===== src/rtl/bitops_pkg.sv =====
package bitops_pkg;
    localparam int DW    = 8;
    localparam int IDX_W = $clog2(DW);

    localparam int FB_CARRY = 0;
    localparam int FB_SUB   = 1;
    localparam int FB_PAR   = 2;
    localparam int FB_X3    = 3;
    localparam int FB_HALF  = 4;
    localparam int FB_X5    = 5;
    localparam int FB_ZERO  = 6;
    localparam int FB_SIGN  = 7;

    typedef enum logic [1:0] {
        GRP_SHIFT = 2'd0,
        GRP_TEST  = 2'd1,
        GRP_CLEAR = 2'd2,
        GRP_FORCE = 2'd3
    } grp_e;

    typedef enum logic [2:0] {
        K_ROL   = 3'd0,
        K_ROR   = 3'd1,
        K_ROLC  = 3'd2,
        K_RORC  = 3'd3,
        K_SHL0  = 3'd4,
        K_SHRA  = 3'd5,
        K_SHL1  = 3'd6,
        K_SHR0  = 3'd7
    } kind_e;

    typedef struct packed {
        logic [DW-1:0] res;
        logic [DW-1:0] flg;
    } alu_out_t;
endpackage


===== src/rtl/rotshift_unit.sv =====
module rotshift_unit
    import bitops_pkg::*;
(
    input  logic [DW-1:0]    val_i,
    input  logic             cin_i,
    input  logic [2:0]       kind_i,
    output logic [DW-1:0]    res_o,
    output logic             cout_o
);
    logic go_right;
    logic fill;

    assign go_right = kind_i[0];

    always_comb begin
        fill = 1'b0;
        unique case (kind_i[2:1])
            2'd0: fill = go_right ? val_i[0] : val_i[DW-1];
            2'd1: fill = cin_i;
            2'd2: fill = go_right ? val_i[DW-1] : 1'b0;
            2'd3: fill = go_right ? 1'b0 : 1'b1;
            default: fill = 1'b0;
        endcase
    end

    always_comb begin
        if (go_right) begin
            res_o  = {fill, val_i[DW-1:1]};
            cout_o = val_i[0];
        end else begin
            res_o  = {val_i[DW-2:0], fill};
            cout_o = val_i[DW-1];
        end
    end
endmodule


===== src/rtl/bitsel_unit.sv =====
module bitsel_unit
    import bitops_pkg::*;
(
    input  logic [DW-1:0]    val_i,
    input  logic [IDX_W-1:0] idx_i,
    output logic             picked_o,
    output logic [DW-1:0]    cleared_o,
    output logic [DW-1:0]    forced_o
);
    logic [DW-1:0] mask;

    for (genvar gi = 0; gi < DW; gi++) begin : g_mask
        assign mask[gi] = (idx_i == IDX_W'(gi));
    end

    assign picked_o  = |(val_i & mask);
    assign cleared_o = val_i & ~mask;
    assign forced_o  = val_i | mask;
endmodule


===== src/rtl/shift_flag_gen.sv =====
module shift_flag_gen
    import bitops_pkg::*;
(
    input  logic [DW-1:0] res_i,
    input  logic          carry_i,
    output logic [DW-1:0] flg_o
);
    always_comb begin
        flg_o           = '0;
        flg_o[FB_CARRY] = carry_i;
        flg_o[FB_PAR]   = ~^res_i;
        flg_o[FB_X3]    = res_i[3];
        flg_o[FB_X5]    = res_i[5];
        flg_o[FB_ZERO]  = (res_i == '0);
        flg_o[FB_SIGN]  = res_i[DW-1];
    end
endmodule


===== src/rtl/bitops_alu.sv =====
module bitops_alu
    import bitops_pkg::*;
(
    input  logic [7:0] operand_i,
    input  logic [7:0] flags_i,
    input  logic [1:0] group_i,
    input  logic [2:0] sel_i,
    output logic [7:0] result_o,
    output logic [7:0] flags_o
);
    logic [DW-1:0] rs_res;
    logic          rs_carry;
    logic [DW-1:0] rs_flg;
    logic          bit_hit;
    logic [DW-1:0] bit_clr;
    logic [DW-1:0] bit_set;
    alu_out_t      alu_d;

    rotshift_unit u_rot (
        .val_i  (operand_i),
        .cin_i  (flags_i[FB_CARRY]),
        .kind_i (sel_i),
        .res_o  (rs_res),
        .cout_o (rs_carry)
    );

    shift_flag_gen u_sflg (
        .res_i   (rs_res),
        .carry_i (rs_carry),
        .flg_o   (rs_flg)
    );

    bitsel_unit u_bit (
        .val_i     (operand_i),
        .idx_i     (sel_i),
        .picked_o  (bit_hit),
        .cleared_o (bit_clr),
        .forced_o  (bit_set)
    );

    always_comb begin
        alu_d.res = operand_i;
        alu_d.flg = flags_i;
        unique case (grp_e'(group_i))
            GRP_SHIFT: begin
                alu_d.res = rs_res;
                alu_d.flg = rs_flg;
            end
            GRP_TEST: begin
                alu_d.res           = operand_i;
                alu_d.flg           = '0;
                alu_d.flg[FB_CARRY] = flags_i[FB_CARRY];
                alu_d.flg[FB_HALF]  = 1'b1;
                alu_d.flg[FB_ZERO]  = ~bit_hit;
                alu_d.flg[FB_PAR]   = ~bit_hit;
                alu_d.flg[FB_X5]    = operand_i[5];
                alu_d.flg[FB_X3]    = operand_i[3];
            end
            GRP_CLEAR: alu_d.res = bit_clr;
            GRP_FORCE: alu_d.res = bit_set;
            default: ;
        endcase
    end

    assign result_o = alu_d.res;
    assign flags_o  = alu_d.flg;
endmodule


===== config.mk =====
export PLATFORM = sky130hd
export DESIGN_NAME = bitops_alu
export DESIGN_NICKNAME = d
export VERILOG_FILES = /design/src/rtl/bitops_pkg.sv /design/src/rtl/rotshift_unit.sv /design/src/rtl/bitsel_unit.sv /design/src/rtl/shift_flag_gen.sv /design/src/rtl/bitops_alu.sv
export SDC_FILE = /design/constraint.sdc
export NUM_CORES = 1
export LEC_CHECK = 0
export BUFFER_PORTS_ARGS = -buffer_cell sky130_fd_sc_hd__buf_2
export CAP_MARGIN = 25
export CORE_MARGIN = 1.5
export CORE_UTILIZATION = 25
export DETAILED_ROUTE_END_ITERATION = 8
export SYNTH_ARGS = -nofsm -noshare
export SYNTH_HDL_FRONTEND = slang
export SYNTH_SLANG_ARGS = --single-unit

===== constraint.sdc =====
create_clock -name vclk -period 4.67
set_clock_uncertainty 0.15 [all_clocks]
set_input_delay 0.934 -clock vclk [all_inputs]
set_output_delay 0.934 -clock vclk [all_outputs]
set_load 0.02 [all_outputs]

==> results of run 1 <==
cell usage in the layout, fill, tap and decap left out, types with 3 or more instances in the layout:
| cell type | instances |
|---|---|
| buf_2 | 37 |
| nand2_1 | 17 |
| nor2_1 | 9 |
| a221o_1 | 7 |
| ha_1 | 3 |
| nor3_1 | 3 |
| mux2i_1 | 6 |
| o21ai_0 | 10 |
| nor2b_1 | 5 |
| o211ai_1 | 3 |
| inv_1 | 4 |
| mux2_2 | 5 |
power breakdown:
part           internal [mW]  leakage (nW)  switching, mW
Sequential                 0             0              0
Clock                      0             0              0
Combinational         0.0521         0.466         0.0676
logic make-up (layout without fill, tap and decap cells):
family	after synthesis	after routing
AND/OR/NAND/NOR	49	49
AO/OA/AOI/OAI	30	30
XOR/XNOR	3	3
multiplexers	12	12
buffers and inverters	13	42
adder cells (fa/ha/maj)	3	3
routing by layer:
layer / GRT usage (%) / vias up
met1: 17.6 / 399
li1: - / 468
met2: 24.5 / 34
met3: 1.12 / 0
met4: 0.997 / 0
met5: 0 / -
per-stage QoR:
stage	hold WS, ns	utilization (%)	setup slack [ns]	power [mW]
floorplan	1.89	-	0.462	0.0848
global placement	2.03	33.3	0.310	0.118
detailed placement	2.04	33.3	0.220	0.120
CTS	2.04	33.3	0.198	0.120
global route	2.06	33.3	0.0331	0.132
finish	2.04	33.3	0.205	0.120
path summary, 6_finish.rpt:
check | start | to | slack [ns] | cells past startpoint
min | flags_i[7] | flags_o[7] | 2.04 | 3
max | sel_i[2] | flags_o[2] | 0.20 | 10
cell type report:
| cell class | instances | share of cell area [%] |
|---|---|---|
| Multi-Input combinational cell | 97 | 73.6 |
| Tap cell | 31 | 4.16 |
| Inverter | 4 | 1.61 |
| Timing Repair Buffer | 38 | 20.6 |
worst max-delay path, stage by stage:
cell and delay [ns]:
buf_2 0.19, xnor2_1 0.26, a221oi_1 0.12, o31a_1 0.31
ha_1 0.30, xnor3_1 0.36, xnor2_1 0.15, or4_1 0.51
nand4_1 0.09, buf_2 0.16
==> impl_metrics.ini, run 1 <==
[outcome]
outcome = complete, but fails checks
violations = design-rule violations

[logic_synthesis]
postSynthCellCount = 110
ys_warn_count = 0
ys_top_cells_by_count = nand2_1 (17), o21ai_0 (10), nor2_1 (9)
synth-xor-area-share_pct = 5.35
synth-seq-area-share_pct = 0
synth_top_family_by_area = simple AND/OR/NAND/NOR gates
synthSimpleGateAreaFrac_pct = 33.1
synthMuxAreaShare_pct = 18.6
synthTopCellsByArea = a221o_1 (9.4%), nand2_1 (8.5%), mux2i_1 (8.0%), mux2_2 (7.5%), o21ai_0 (6.7%)
synthAdderAreaFrac_pct = 5.02
synth_top_area_share_pct = 9.36
synth.most_common_cell = nand2_1
synth_cell_types = 36
syn_avg_cell_area_um2 = 6.80
synth_compound_area_share_pct = 29.8
syn_area_um2 = 748
yosysTopAreaCell = a221o_1
syn-num-nets = 134

[placed_design]
dp_hpwl_um = 1710
place_congestion = 0.806
place_inst = 170
portBuffers = 37
place_area_um2 = 933

[grt]
grt_usage_pct = 13.3
antenna_found_initial = 0
grt_max_degree = 21
grt_pass1_vias = 862
grt_overflow_total = 0
grt_pass1_wl_um = 3750

[floorplan]
pin_count = 37
dieArea_mm2 = 0.00333
rows = 19
chipWidth_um = 57.7
initial_core_util_pct = 26.7
core_mm2 = 0.00281
die_y_um = 57.7

[setup_path]
crit_type = input port to output port
cp.arrival_ns = 3.38
crit_path_end_kind = output port
critPathMaxFanout = 16
worstSetupStartpointType = input port
crit_required_ns = 3.59

[sta]
hold_violations = 0
maxSlewViolCount = 0
slew_headroom_pct = 75.6
worstMarginPinSlew_ns = 0.367
rsz0062_at_grt = no
fin_crit_sh_pct = 95.6
fin_crit_ns = 4.47
fmax_mhz = 224
setup_viol = 0
tns_ns = 0

[finish]
drive_gt1_share_pct = 33.8
seq_cells = 0
diodes = 0
area_growth_pct = 24.7
ff_latch_area_um2 = 0
design_area_um2 = 933
nets = 165
nFillCells = 319
multiInputGateArea_um2 = 687
layout.cells.non_filler = 170
clock_buffers = 0

[clock_network]
cts_resized = 0
post_cts_buffers = 0
holdBufCountCts = 0

[pwr]
p_leak_nw = 0.466
p_per_area_mw_per_mm2 = 128
vdd_drop_max_uv = 52.6

[drt]
drt-initial-drc-count = 19
wl_met3_um = 143
num_vias = 901
drt_wl_total_um = 2130
firstDrtPassIters = 6
routedLengthMet1_um = 970
drt.antenna.violating_nets = 0
wl_per_cell_um = 12.5
vias_per_cell = 5.30
drc = 1
routed.top_layer = met3
route.met2.wl_um = 1020

[hold_path]
holdCritPathClass = input port to output port

[job]
drv_cap = 0
No activity file was read; power rests on OpenSTA's default activity.
==> run 2: changes to the inputs <==
--- a/config.mk
+++ b/config.mk
@@ -10,6 +10,8 @@
 export CORE_MARGIN = 1.5
 export CORE_UTILIZATION = 25
 export DETAILED_ROUTE_END_ITERATION = 8
+export GPL_TIMING_DRIVEN = 1
+export RECOVER_POWER = 25
 export SYNTH_ARGS = -nofsm -noshare
 export SYNTH_HDL_FRONTEND = slang
 export SYNTH_SLANG_ARGS = --single-unit
==> impl_metrics.ini, run 2 (same netlist as run 1, synthesis figures left out) <==
[setup_path]
crit_type = input port to output port
worstSetupStartpointType = input port
cp-startpoint = sel_i[2]
cp.arrival_ns = 3.38
crit_path_end_kind = output port
critPathMaxFanout = 16
crit_required_ns = 3.59

[clock_network]
holdBufCountCts = 0
post_cts_buffers = 0
cts_resized = 0

[sta]
setup_viol = 0
hold_violations = 0
fin_crit_ns = 4.47
worstMarginPinSlew_ns = 0.779
rsz0062_at_grt = no
tns_ns = 0
fmax_mhz = 224
finalWorstSetupSlack_ns = 0.205
slew_headroom_pct = 48.0
fin_crit_sh_pct = 95.6
maxSlewViolCount = 0

[finish]
seq_cells = 0
mostFrequentLayoutCells = buf_2 (35), nand2_1 (17), o21ai_0 (10), nor2_1 (9), a221o_1 (7)
diodes = 0
nFillCells = 320
area_growth_pct = 24.4
drive_gt1_share_pct = 31.7
final_common_cell = buf_2
clock_buffers = 0
nets = 165
ff_latch_area_um2 = 0

[floorplan]
die_y_um = 57.7
dieArea_mm2 = 0.00333
rows = 19
pin_count = 37
initial_core_util_pct = 26.7
core_mm2 = 0.00281
chipWidth_um = 57.7

[hold_path]
min-delay-start = flags_i[7]
holdCritPathClass = input port to output port

[pwr]
p_per_area_mw_per_mm2 = 128
vdd_drop_max_uv = 52.6
p_leak_nw = 0.460

[grt]
grt_max_degree = 21
grt_pass1_wl_um = 3750
grt_usage_pct = 13.3
grt_pass1_vias = 862
grt_overflow_total = 0
antenna_found_initial = 0

[drt]
drt_wl_total_um = 2140
drt-initial-drc-count = 19
firstDrtPassIters = 6
vias_per_cell = 5.28
drt.antenna.violating_nets = 0
wl_per_cell_um = 12.6
drc = 1
num_vias = 898

[placed_design]
dp_hpwl_um = 1710
dp_slack_ns = 0.220
place_congestion = 0.806
portBuffers = 37

[job]
drv_cap = 0

[outcome]
violations = design-rule violations
outcome = complete, but fails checks
==> run 2: critical path: stages <==
cell      delay (ns)
buf_2           0.19
xnor2_1         0.26
a221oi_1        0.12
o31a_1          0.31
ha_1            0.30
xnor3_1         0.36
xnor2_1         0.15
or4_1           0.51
nand4_1         0.09
buf_2           0.16
==> run 2: path summary, 6_finish.rpt <==
kind                  cells past startpoint    endpoint  slack [ns]
worst max-delay path                     10  flags_o[2]        0.20
worst min-delay path                      3  flags_o[7]        2.04
==> run 2: layout make-up <==
| cell class | instances | area, µm² | share of cell area [%] |
|---|---|---|---|
| Inverter | 4 | 15.0 | 1.61 |
| Multi-Input combinational cell | 97 | 687 | 73.8 |
| Tap cell | 31 | 38.8 | 4.17 |
| Timing Repair Buffer | 38 | 190 | 20.4 |
==> run 2: power breakdown <==
group	internal (mW)	switching (mW)
logic	0.0516	0.0676
registers	0	0
clock network	0	0
==> run 2: per-layer routing <==
layer | routed length [µm] | up-vias | global-route usage (%)
li1 | - | 468 | -
met1 | 969 | 399 | 17.6
met2 | 1030 | 31 | 24.5
met3 | 139 | 0 | 1.12
met4 | 0 | 0 | 0.997
met5 | 0 | - | 0
==> run 2: metrics by stage <==
step | cells | hold slack (ns) | area, µm² | total power [mW] | utilization [%]
floorplan | 110 | 1.89 | 748 | 0.0848 | -
global placement | 170 | 2.03 | 933 | 0.118 | 33.3
detailed placement | 170 | 2.04 | 933 | 0.120 | 33.3
CTS | 170 | 2.04 | 933 | 0.120 | 33.3
global route | 170 | 2.06 | 931 | 0.131 | 33.2
finish | 170 | 2.04 | 931 | 0.119 | 33.2
